`src/rtl/snoop_slave_router.sv`:
```
module snoop_slave_router #(
  parameter int AW     = 32,
  parameter int PAGE_W = 24,
  parameter int PG_W   = 3,
  parameter int BASE_W = AW - PAGE_W
) (
  input  logic              clk,
  input  logic              rst_n,
  input  logic              cfg_we,
  input  logic [PG_W-1:0]   cfg_page,
  input  logic [BASE_W-1:0] cfg_base,
  input  logic              cfg_rd_nosnoop,
  input  logic              cfg_wr_nosnoop,
  input  logic [BASE_W-1:0] mem_bound,
  input  logic              req_valid,
  output logic              req_ready,
  input  logic [AW-1:0]     req_addr,
  input  logic              req_write,
  output logic              io_valid,
  input  logic              io_ready,
  output logic [AW-1:0]     io_addr,
  output logic              io_write,
  output logic              mc_valid,
  input  logic              mc_ready,
  output logic [AW-1:0]     mc_addr,
  output logic              mc_write,
  output logic              bus_valid,
  input  logic              bus_ready,
  output logic [AW-1:0]     bus_addr,
  output logic              bus_write
);
  localparam int NPG = 1 << PG_W;
  localparam int RLSB = PAGE_W + PG_W;

  typedef enum logic [1:0] {TO_IO, TO_MC, TO_BUS} route_t;

  logic [BASE_W-1:0] pg_base [NPG];
  logic [NPG-1:0]    pg_rd_ns, pg_wr_ns;

  always_ff @(posedge clk or negedge rst_n) begin
    if (!rst_n) begin
      for (int i = 0; i < NPG; i++) pg_base[i] <= '0;
      pg_rd_ns <= '0;
      pg_wr_ns <= '0;
    end else if (cfg_we) begin
      pg_base[cfg_page]  <= cfg_base;
      pg_rd_ns[cfg_page] <= cfg_rd_nosnoop;
      pg_wr_ns[cfg_page] <= cfg_wr_nosnoop;
    end
  end

  wire              in_region = (req_addr[AW-1:RLSB] == '0);
  wire [PG_W-1:0]   pg        = req_addr[RLSB-1:PAGE_W];
  wire              no_snoop  = req_write ? pg_wr_ns[pg] : pg_rd_ns[pg];
  wire [BASE_W-1:0] base      = pg_base[pg];

  route_t        route_n;
  logic [AW-1:0] addr_n;

  always_comb begin
    addr_n = req_addr;
    if (!in_region)     route_n = TO_MC;
    else if (!no_snoop) route_n = TO_IO;
    else begin
      addr_n  = {base, req_addr[PAGE_W-1:0]};
      route_n = (base < mem_bound) ? TO_MC : TO_BUS;
    end
  end

  logic          busy;
  route_t        route_q;
  logic [AW-1:0] addr_q;
  logic          wr_q;

  assign io_valid  = busy && route_q == TO_IO;
  assign mc_valid  = busy && route_q == TO_MC;
  assign bus_valid = busy && route_q == TO_BUS;

  wire sel_ready = (io_valid && io_ready) || (mc_valid && mc_ready) ||
                   (bus_valid && bus_ready);
  assign req_ready = sel_ready;

  always_ff @(posedge clk or negedge rst_n) begin
    if (!rst_n) begin
      busy    <= 1'b0;
      route_q <= TO_MC;
      addr_q  <= '0;
      wr_q    <= 1'b0;
    end else if (!busy) begin
      if (req_valid) begin
        busy    <= 1'b1;
        route_q <= route_n;
        addr_q  <= addr_n;
        wr_q    <= req_write;
      end
    end else if (sel_ready) begin
      busy <= 1'b0;
    end
  end

  assign io_addr   = addr_q;
  assign mc_addr   = addr_q;
  assign bus_addr  = addr_q;
  assign io_write  = wr_q;
  assign mc_write  = wr_q;
  assign bus_write = wr_q;
endmodule


```
`config.mk`:
```
export PLATFORM = sky130hd
export DESIGN_NAME = snoop_slave_router
export DESIGN_NICKNAME = d
export VERILOG_FILES = /design/src/rtl/snoop_slave_router.sv
export SDC_FILE = /design/constraint.sdc
export NUM_CORES = 1
export LEC_CHECK = 0
export BUFFER_PORTS_ARGS = -buffer_cell sky130_fd_sc_hd__buf_2
export CAP_MARGIN = 20
export CORE_MARGIN = 5
export CORE_UTILIZATION = 57
export CTS_CLUSTER_SIZE = 12
export DETAILED_ROUTE_END_ITERATION = 7
export PLACE_DENSITY = 0.88
export SYNTH_ARGS = -nofsm -noshare
export SYNTH_HDL_FRONTEND = slang
export SYNTH_SLANG_ARGS = --single-unit
export TNS_END_PERCENT = 50
```
`constraint.sdc`:
```
create_clock -name clk -period 6.2 [get_ports clk]
set_clock_uncertainty 0.05 [all_clocks]
set_input_delay 1.86 -clock clk [delete_from_list [all_inputs] [get_ports clk]]
set_output_delay 1.86 -clock clk [all_outputs]
set_load 0.02 [all_outputs]
```
* Word-level counts from Yosys, hierarchy flattened *
Cells that the tools add are included.

word-level totals
  bits in registers = 116
  bits in latches = 0
  memory bits (writable) = 0
  memory bits (read-only) = 0
  input bits = 61
  output and inout bits = 103
  word-level logic and storage cells = 62
  memories = 0

cells by class
  add/subtract/negate cells = 0
  multipliers = 0
  divide/modulo/power cells = 0
  order comparisons = 7
  equal/unequal tests = 2
  shift-type cells = 0
  mux-type cells = 23
  bitwise gates (word level) = 3
  reduce and logical (&&, ||, !) cells = 13

operators with widths
  cell                                                                          count
  64-bit bitwise mux                                                            1
  32-bit two-way mux                                                            2
  8-bit binary-select mux with 3-bit select                                     1
  8-bit demux with 3-bit select                                                 1
  8-bit two-way mux                                                             3
  8-bit bitwise mux                                                             2
  4-bit >= comparator, second input constant                                    2
  1-bit logical AND                                                             8
  3-bit by 4-bit less-than comparator with 1-bit output, second input constant  2
  8-bit less-than comparator                                                    1
  3-bit inverter with 4-bit output                                              2
  1-bit two-way mux                                                             7
  1-bit binary-select mux with 3-bit select                                     2
  2-bit two-way mux                                                             3
  5-bit zero test                                                               1
  4-bit by 1-bit less-than comparator with 1-bit output, second input constant  1
  1-bit demux with 3-bit select                                                 1
  3-bit by 1-bit >= comparator with 1-bit output, second input constant         1
  2-bit by 1-bit equality test with 1-bit output, second input constant         1
  2-bit equality test, second input constant                                    1
  2-bit zero test                                                               1
  1-bit logical OR                                                              2
  2-bit AND reduction                                                           1
  1-bit inverter                                                                1

* Longest topological paths before layout *
Gate-level depths: netlist (run 1).

  depth after elaboration = 8
  gate-level depth with buffers = 10
  depth with buffers taken out = 8

* Worst setup path before layout (run 1) *
OpenSTA, ideal clock, no wires.

  path kind = input -> output
  from = input mc_ready
  to = output req_ready
  arrival time = 2274 ps
  data required time = 4290 ps
  path slack = 2016 ps
  stages = 3
  buffers on the path = 0
  cells stage by stage = mux2i_1 -> nor2_1 -> o21a_1

on the way
  word-level cells in the longest chain between the ends = 3

ends and longest elaborated chain
  what                            RTL line  source
  from (decl)                     24        input logic mc_ready,
  1-bit logical AND               79        wire sel_ready = (io_valid && io_ready) || (mc_valid && mc_ready) ||
  1-bit logical OR (2 in series)  79
  to (decl)                       16        output logic req_ready,

Every way passes these cells.

* Worst setup path after layout (run 1) *
Same ends and word-level chain as after synthesis.

==> results of run 1 <==
[critical path, stage by stage]
cell     delay, ns
buf_2         0.10
mux2i_1       0.12
nor2_1        0.05
o21a_1        0.21
buf_2         0.17
[report_power, final]
part | internal (mW) | total (mW) | switching (mW)
clock network | 0.586 | 0.912 | 0.326
registers | 0.945 | 1.08 | 0.130
logic | 0.365 | 0.912 | 0.547
[worst min-delay path by stage]
stage,from,endpoint,slack [ns],depth (start not counted)
2_1_floorplan,pg_base[17]$_DFFE_PN0P_,pg_base[17]$_DFFE_PN0P_,0.42,1
3_3_place_gp,pg_base[3]$_DFFE_PN0P_,pg_base[3]$_DFFE_PN0P_,0.43,1
3_5_place_dp,pg_base[56]$_DFFE_PN0P_,pg_base[56]$_DFFE_PN0P_,0.44,1
4_1_cts,pg_base[9]$_DFFE_PN0P_,pg_base[9]$_DFFE_PN0P_,0.45,1
5_1_grt,pg_base[18]$_DFFE_PN0P_,pg_base[18]$_DFFE_PN0P_,0.46,1
6_report,pg_base[8]$_DFFE_PN0P_,pg_base[8]$_DFFE_PN0P_,0.45,1
[metal layers]
| layer | share of wire, % | track usage [%] |
|---|---|---|
| met1 | 39 | 26.0 |
| met2 | 52 | 38.6 |
| met3 | 6.9 | 6.82 |
| met4 | 2.1 | 6.24 |
| met5 | 0 | 0 |
[cell usage after synthesis, drive strengths merged, types with 2 or more instances]
| library cell | instances |
|---|---|
| inv | 8 |
| dfrtp | 115 |
| ha | 7 |
| o21ai | 3 |
| nor2 | 11 |
| a21oi | 16 |
| mux2 | 88 |
| clkbuf | 12 |
| nor3 | 4 |
| nor3b | 3 |
| mux2i | 3 |
| nand4b | 3 |
| o31ai | 2 |
| nor2b | 2 |
| nand2b | 2 |
| and3b | 3 |
| buf | 74 |
| mux4 | 20 |
| nand2 | 89 |
[area by class of cell]
type	instances	area, sq um	share of cell area, %
Clock inverter	11	110	1.60
Inverter	8	30.0	0.437
Clock buffer	21	449	6.54
Multi-Input combinational cell	267	2320	33.8
Tap cell	136	170	2.48
Sequential cell	116	2900	42.3
Timing Repair Buffer	168	887	12.9
[sequential cells by signal (all words and copies together), names as in the netlist]
signal and count:
bus_write 1, bus_addr 32, busy 1, route_q 2, pg_wr_ns 8, pg_rd_ns 8
pg_base 64
[logic make-up after synthesis]
kind of cell | Yosys count | share of synthesized area, %
fa+ha+maj | 7 | 1.50
mux | 111 | 25.8
buf+inv | 94 | 10.6
simple gates | 122 | 9.32
flops | 116 | 49.8
compound gates | 27 | 2.94
[through the flow]
stage / power, mW / hold WS, ns / instances / worst slack, ns
floorplan: 1.83 / 0.420 / 477 / 2.02
global placement: 1.95 / 0.429 / 692 / 1.76
detailed placement: 1.99 / 0.440 / 692 / 1.75
CTS: 2.91 / 0.452 / 724 / 1.76
global route: 3.04 / 0.461 / 727 / 1.70
finish: 2.90 / 0.448 / 727 / 1.78
==> impl_results.md, run 1 <==
* Status: finished, final reports clean
* R2r startpoint: pg_base[11]$_DFFE_PN0P_
* Post-CTS Setup Inserts at 0
* Syn Inst Count at between 400 and 500
* First-pass GRT wire length at approximately 21 mm
* Worst-path clk slew at around 0.050 ns
* Post-layout minimum cycle time at approximately 4.4 ns
* WP data arrival at between 2 and 3 ns
* Leading area contributor after synthesis: dfrtp_1
* Most common cell after layout, fill and taps aside: buf_2
* Final WL at around 13 mm
* DRC violations left at 0
* Die width at ~110 microns
* Synth Area per Inst at 12.2 sq um
* Synth Warn # at 0
* Worst IR Drop VDD at 0.189 mV
* Finished Core Util at between 60% and 70%
* Post-DP HPWL at 9.42 mm
* Number of synthesized flops with an enable pin at 0
* Clock root buffer: clkbuf_8
* DR iter-0 viols at between 200 and 250
* WL per Instance at 18.4 microns
* Endpoints failing hold at 0
* Post-cts resize count at 0
* Total Die Area at roughly 0.012 sq mm
* Library cells used by synthesis at 39
* Initial Utilization at around 57%
* # fillers at 738
* GRT Total Usage at about 22%
* Slew at the pin closest to its max-slew limit at around 1.1 ns
* RSZ-0062 raised after global routing: no
* CTS sink count at 116
* Pleak at 3.40 nW
* Worst r2r dst: route_q[0]$_DFFE_PN1P_
* Final slew viol count at 0
* CP endpoint: req_ready
* Post-Syn Nets at about 550
* Largest net degree at the start of global routing at 82
* Max Freq at about 230 MHz
* FP Rows at 37
* Endpoints failing setup at 0
* Setup crit start: mc_ready
* Design Area, Final at between 0.006 and 0.007 sq mm
* # IOs at 164
* Async SR Flop Fraction at 100%
* Synthesized cell area at roughly 0.0058 sq mm
* Number of port buffers at around 160
* PD cells at 422 mW/mm^2
* Layout cells sized above 1 at between 50% and 60%
* Ant diodes at 0
* Post-route clock period utilization at between 70% and 80%
* Final nets at ~650
* Grt total ovfl at 0
* Post-place instance area at approximately 0.0063 sq mm
* Layout area overhead at 17.9%
* Hold Path Class: reg -> reg
* DR pass1 iterations at 4
* Detail Route Antenna Nets at 0
* Crit Path Max Fanout at 2
* Register area share after synthesis at 49.8%
* Initial antenna violation count at 0
* Post-cts hold buffer count at 0
* Setup CP Type: in -> out
* Worst skew pair latency at roughly 0.5 ns
* Critical Path RT at roughly 4.3 ns
* CP startpoint kind: input port
* Setup TNS at 0 ns
* Max-slew headroom at between 20% and 30%
* CTS HTree Levels at 4
* Number of global-route vias before repair at between 4000 and 5000
* Core Region at ~0.01 sq mm
* Max-cap viol count at 0
* Yosys reg bits at approximately 120
* Most frequent cells in the layout: buf_2 (162), dfrtp_1 (115), nand2_1 (89), mux2_2 (88)
* Vias at slightly below 4000
* DR vias/cell at ~5.4
* CTS Buffer Depth at 2
* Largest cells by area after synthesis: dfrtp_1 (49%), mux2_2 (17%), buf_4 (8.6%)
* Synth Flop Type: dfrtp_1
* R2R depth at 8
* Die Height at ~110 microns
* TritonCTS Buffers at 17
* Yosys top cell area share at 49.4%
* Crit path capture type: output port
* Final Wtd Congestion at roughly 0.92
* R2R Setup Slk at 3.83 ns
* TritonCTS clock tree: done
(Power assumes the default switching activity.)
==> inputs of run 2 (changes only) <==
- CORE_UTILIZATION: 57 -> 53
- PLACE_DENSITY: 0.88 -> 0.83
- clock period: 6.2 -> 4.21 ns (I/O delays scaled with it)
==> impl_results.md, run 2 (synthesis results as in run 1) <==
* Status: finished, final reports clean
* Endpoints failing setup at 0 (unchanged)
* Detail Route Antenna Nets at 0 (unchanged)
* WP data arrival at 3.70 ns (+1.19 ns)
* Combined area of the multi-input logic cells at 0.00231 sq mm (-0.43%)
* Initial antenna violation count at 0 (unchanged)
* Worst skew pair latency at 0.51 ns (about the same)
* Core Region at 0.0108 sq mm (+6.5%)
* Most frequent cells in the layout: buf_2 (162), dfrtp_1 (115), nand2_1 (89), mux2_2 (88)
* First-pass GRT wire length at 22.4 mm (+4.4%)
* Die width at 115 microns (+3.4%)
* Number of port buffers at 163 (unchanged)
* Post-route clock period utilization at roughly four fifths
* DR vias/cell at 5.61 (+3.0%)
* Max reg flops at 64 (unchanged)
* DR iter-0 viols at 235 (+8.3%)
* Grt total ovfl at 0 (unchanged)
* Max-slew headroom at 42.8% (+18 points)
* # IOs at 164 (unchanged)
* Cell Chain, Critical Path: buf_2, mux4_1, mux2_2, ha_1, a21oi_1, nand2_1, a21oi_1, o21ai_1, a31oi_1
* FP Rows at 38 (+2.7%)
* Design Area, Final at 0.00691 sq mm (+0.53%)
* Die Height at 115 microns (+3.4%)
* Layout cells sized above 1 at 51.8% (-0.34 points)
* Max Freq at 302 MHz
* Crit Path Max Fanout at 20 (+18)
* Bufs and invs on worst path at 1 (-1)
* Reg area at 0.00290 sq mm (unchanged)
* Initial Utilization at 54.0% (-3.5 points)
* CP Depth at 9 (+4)
* Slowest CP cell: mux4_1
* R2R depth at 8 (unchanged)
* CP peak stage delay at 0.62 ns (+0.41 ns)
* Post-layout minimum cycle time at around 3.3 ns
* Critical path's top delay family: multiplexers
* CTS Buffer Depth at 2 (unchanged)
* Post-cts hold buffer count at 0 (unchanged)
* Post-CTS Setup Inserts at 0 (unchanged)
* Endpoints failing hold at 0 (unchanged)
* Most common cell after layout, fill and taps aside: buf_2
* Setup TNS at 0 ns (unchanged)
* Final WL at 14.4 mm (+7.6%)
* Number of global-route vias before repair at 4256 (+2.6%)
* Final Wtd Congestion at 0.865 (-6.0%)
* Post-place instance area at 0.00631 sq mm (+0.84%)
* Slew at the pin closest to its max-slew limit at 0.854 ns (-0.262 ns)
* Crit path capture type: flip-flop
* Largest net degree at the start of global routing at 63 (-23%)
* Hold Path Class: reg -> reg
* Vias at 4109 (+3.8%)
* Layout area overhead at 18.5%
* DRC violations left at 0 (unchanged)
* Max-cap viol count at 0 (unchanged)
* Largest register by flop count: pg_base
* Ant diodes at 0 (unchanged)
* # fillers at 831 (+13%)
* Hold Path Depth at 1 (unchanged)
* CTS HTree Levels at 4 (unchanged)
* Clock root buffer: clkbuf_8
* Post-cts resize count at 0 (unchanged)
* CP startpoint kind: input port
* Worst-path clk slew at 0.06 ns (about the same)
* Worst IR Drop VDD at 0.345 mV (+82%)
* TritonCTS clock tree: done
* Final nets at 648 (+0.31%)
* Critical Path RT at 4.60 ns (+0.31 ns)
* WL per Instance at 19.7 microns (+6.7%)
* DR pass1 iterations at 4 (unchanged)
* Pleak at 3.42 nW (+0.66%)
* CTS sink count at 116 (unchanged)
* Final slew viol count at 0 (unchanged)
* Post-DP HPWL at 10.3 mm (+9.7%)
* Setup CP Type: in -> reg
* Total Die Area at 0.0132 sq mm (+6.9%)
* Most used cell along the critical path: a21oi_1
* PD cells at 636 mW/mm^2 (+51%)
* GRT Total Usage at 22.2% (+0.26 points)
* TritonCTS Buffers at 17 (unchanged)
* RSZ-0062 raised after global routing: no
-- run 2: cell type report --
type / count / area share (%)
timing repair buffer: 170 / 12.9
clock buffer: 21 / 6.36
inverter: 8 / 0.435
tap: 140 / 2.54
multi-input combinational: 267 / 33.4
sequential: 116 / 42.0
clock inverter: 11 / 2.28
-- run 2: path summary, 6_finish.rpt --
| check | startpoint | to | slack (ns) |
|---|---|---|---|
| min reg2reg | pg_base[26]$_DFFE_PN0P_ | pg_base[26]$_DFFE_PN0P_ | 0.45 |
| max reg2reg | pg_base[19]$_DFFE_PN0P_ | route_q[0]$_DFFE_PN1P_ | 1.86 |
| min | pg_base[26]$_DFFE_PN0P_ | pg_base[26]$_DFFE_PN0P_ | 0.45 |
| min in group asynchronous | rst_n | pg_base[49]$_DFFE_PN0P_ | 0.76 |
| max | req_addr[24] | route_q[0]$_DFFE_PN1P_ | 0.90 |
| max in group asynchronous | rst_n | bus_addr[10]$_DFFE_PN0P_ | 2.58 |
-- run 2: through the flow --
step / std cells / hold WS, ns / worst slack, ns / util, % / power (mW)
2_1_floorplan: 477 / 0.420 / 0.727 / - / 2.70
3_3_place_gp: 700 / 0.429 / 0.504 / 58.3 / 2.89
5_1_grt: 733 / 0.458 / 0.778 / 64.0 / 4.59
6_report: 733 / 0.448 / 0.900 / 64.0 / 4.39
3_5_place_dp: 701 / 0.439 / 0.381 / 58.5 / 2.96
4_1_cts: 733 / 0.451 / 0.905 / 64.0 / 4.42
-- run 2: routing by layer --
metal | track usage, % | share of wire [%] | up-vias
met5 | 0 | 0 | -
met4 | 11.7 | 4.3 | 0
met3 | 4.74 | 8.0 | 53
met2 | 37.8 | 50 | 204
met1 | 26.6 | 37 | 2052
li1 | - | - | 1800
-- run 2: report_power, final --
group | internal, mW | switching, mW
combinational | 0.535 | 0.798
clock | 0.969 | 0.489
sequential | 1.39 | 0.207
==> inputs of run 3 (changes only) <==
- ABC_AREA: default -> 1
- clock period: 4.21 -> 3.2 ns (I/O delays scaled with it)
==> impl_results.md, run 3 <==
* CP startpoint kind: input port
* Max reg flops at 64 (unchanged)
* Max Freq at ~360 MHz
* Setup crit start: req_addr[24]
* Post-place instance area at 0.00631 sq mm (about the same)
* CTS sink count at 116 (unchanged)
* Ant diodes at 0 (unchanged)
* Setup TNS at 0 ns (unchanged)
* Final WL at 15.8 mm (+9.4%)
* DRC violations left at 0 (unchanged)
* Non-filler cells in the finished layout at 963 (+31%)
* Endpoints failing hold at 0 (unchanged)
* Post-cts resize count at 0 (unchanged)
* Layout cells sized above 1 at 28.3% (-23 points)
* Detail Route Antenna Nets at 0 (unchanged)
* R2R Setup Slk at 0.95 ns (-0.91 ns)
* TritonCTS Buffers at 17 (unchanged)
* Number of global-route vias before repair at 4934 (+16%)
* Crit Path Max Fanout at 17 (-15%)
* Initial Utilization at 54.3% (+0.28 points)
* CP peak stage delay at 0.38 ns (-0.24 ns)
* DR pass1 iterations at 5 (+1)
* # IOs at 164 (unchanged)
* Yosys reg bits at 116 (unchanged)
* Worst-path clk slew at 0.06 ns (about the same)
* Largest register by flop count: pg_base
* FP Rows at 38 (unchanged)
* Async SR Flop Fraction at 100% (unchanged)
* Setup ws final at 0.406 ns (-0.493 ns)
* Worst skew pair latency at 0.52 ns (about the same)
* Slowest CP cell: a211oi_1
* Final Wtd Congestion at 0.915 (+5.7%)
* Status: finished, final reports clean
* Synthesized cell area at 0.00591 sq mm (+1.4%)
* TritonCTS clock tree: done
* Most frequent cells in the layout: nand2_1 (203), buf_2 (162), dfrtp_1 (115), o21ai_0 (103), nor2_1 (59)
* Die width at 116 microns (+0.64%)
* Yosys top cell area share at 48.7% (-0.68 points)
* Placed cell count at 931 (+33%)
* Vias at 5132 (+25%)
* Die Height at 116 microns (+0.64%)
* DR iter-0 viols at 611 (+160%)
* Count leader, synth: nand2_1
* Synth Warn # at 0 (unchanged)
* Max-slew headroom at 51.7% (+8.9 points)
* Slew at the pin closest to its max-slew limit at 0.723 ns (-0.131 ns)
* Post-DP HPWL at 10.9 mm (+5.9%)
* R2R depth at 11 (+3)
* GRT Total Usage at 23.8% (+1.6 points)
* Max-cap viol count at 0 (unchanged)
* Post-Syn Nets at 785 (+44%)
* Commonest cells post-synth: nand2_1 (203), dfrtp_1 (115), o21ai_0 (103), buf_4 (68), nor2_1 (59)
* Pleak at 3.67 nW (+7.2%)
* First-pass GRT wire length at 24.6 mm (+10%)
* Core Region at 0.0109 sq mm (+0.88%)
* Post-cts hold buffer count at 0 (unchanged)
* Cell Chain, Critical Path: buf_2, buf_4, nor2_1, nor2_1, o21ai_0, a31oi_1, ha_1, a21oi_1, nor2_1, a211oi_1, nand2_1, nand2_1, o21ai_1
* Post-layout minimum cycle time at about 2.8 ns
* WP data arrival at 3.14 ns (-0.56 ns)
* Grt total ovfl at 0 (unchanged)
* Syn Inst Count at 717 (+50%)
* Synth Flop Type: dfrtp_1
* Design Area, Final at 0.00691 sq mm (+0.11%)
* Final nets at 878 (+35%)
* Library cells used by synthesis at 29 (-26%)
* Largest cells by area after synthesis: dfrtp_1 (49%), nand2_1 (13%), o21ai_0 (8.7%)
* Leading area contributor after synthesis: dfrtp_1
* Setup CP Type: in -> reg
* Endpoints failing setup at 0 (unchanged)
* DR vias/cell at 5.33 (-4.9%)
* Worst r2r dst: route_q[1]$_DFFE_PN0P_
* Post-route clock period utilization at 87.3%
* CTS Buffer Depth at 2 (unchanged)
* Finished Core Util at 63.5% (-0.49 points)
* Synth Area per Inst at 8.24 sq um (-33%)
* Most used cell along the critical path: nor2_1
* Register area share after synthesis at 49.2% (-0.69 points)
* Post-CTS Setup Inserts at 0 (unchanged)
* CTS HTree Levels at 4 (unchanged)
* PD cells at 922 mW/mm^2 (+45%)
* CP endpoint: route_q[1]$_DFFE_PN0P_
* Most common cell after layout, fill and taps aside: nand2_1
* Final hold slack at 0.397 ns (-0.0519 ns)
* Crit path capture type: flip-flop
* R2r startpoint: pg_base[37]$_DFFE_PN0P_
* Worst IR Drop VDD at 0.640 mV (+86%)
* Layout area overhead at 17.0%
* Pre-CTS WS at 0.145 ns (-0.236 ns)
* Number of port buffers at 163 (unchanged)
* Initial antenna violation count at 0 (unchanged)
* Clock root buffer: clkbuf_8
* Tot Pwr at 6.37 mW (+45%)
* Final slew viol count at 0 (unchanged)
* Hold Path Class: in -> async
* RSZ-0062 raised after global routing: no
* WL per Instance at 16.4 microns (-17%)
* Critical Path RT at 3.55 ns (-1.05 ns)
* Largest net degree at the start of global routing at 55 (-13%)
* Total Die Area at 0.0134 sq mm (+1.3%)
* Number of synthesized flops with an enable pin at 0 (unchanged)
[run 3: changes by cell type after synthesis, sizes merged, moves of 7 or more]
cell,previous run,this run
o21ai,3,119
mux2,88,0
clkbuf,12,19
mux4,20,0
nand2,89,206
buf,74,84
inv,8,53
nand3,1,13
nor2,11,59
o211ai,1,11
[run 3: where the power goes]
part / internal (mW) / leakage [nW] / switching [mW] / total, mW
logic: 0.711 / 1.93 / 1.53 / 2.24
registers: 1.87 / 1.44 / 0.320 / 2.19
clock network: 1.21 / 0.296 / 0.736 / 1.94
[run 3: how the worst min path moves through the flow]
stage	startpoint	to	depth (start not counted)
after CTS	rst_n	bus_addr[23]$_DFFE_PN0P_	1
after global placement	pg_base[17]$_DFFE_PN0P_	pg_base[17]$_DFFE_PN0P_	2
after detailed placement	pg_base[17]$_DFFE_PN0P_	pg_base[17]$_DFFE_PN0P_	2
after floorplan	pg_base[17]$_DFFE_PN0P_	pg_base[17]$_DFFE_PN0P_	2
after global routing	rst_n	pg_rd_ns[2]$_DFFE_PN0P_	1
final	rst_n	pg_rd_ns[2]$_DFFE_PN0P_	1
[run 3: cell type report]
type                            count  area [sq um]
Fill cell                         882          3970
Sequential cell                   116          2900
Multi-Input combinational cell    445          2090
Timing Repair Buffer              177           936
Clock buffer                       17           414
Inverter                           53           201
Clock inverter                     15           193
Tap cell                          140           175
[run 3: layer usage]
layer | GRT usage, % | up-vias | share of wire, %
met5 | 0 | - | 0
met4 | 9.55 | 0 | 2.2
met3 | 4.80 | 34 | 8.0
met2 | 40.7 | 282 | 49
met1 | 29.7 | 2394 | 40
li1 | - | 2422 | -
[run 3: critical path: cells and delay by family]
kind | cells | cell delay (ns)
adders and majority gates | 1 | 0.29
buffers and inverters | 2 | 0.52
AOI/OAI and AO/OA | 5 | 0.94
and+or+nand+nor | 5 | 0.43
[run 3: cells by family (layout without fill, tap and decap cells)]
logic type | count (synthesis) | after routing | share of synthesized area, %
fa+ha+maj | 7 | 7 | 1.48
simple gates | 283 | 283 | 18.9
compound gates | 155 | 155 | 14.9
flops | 116 | 116 | 49.2
buf+inv | 156 | 262 | 15.5
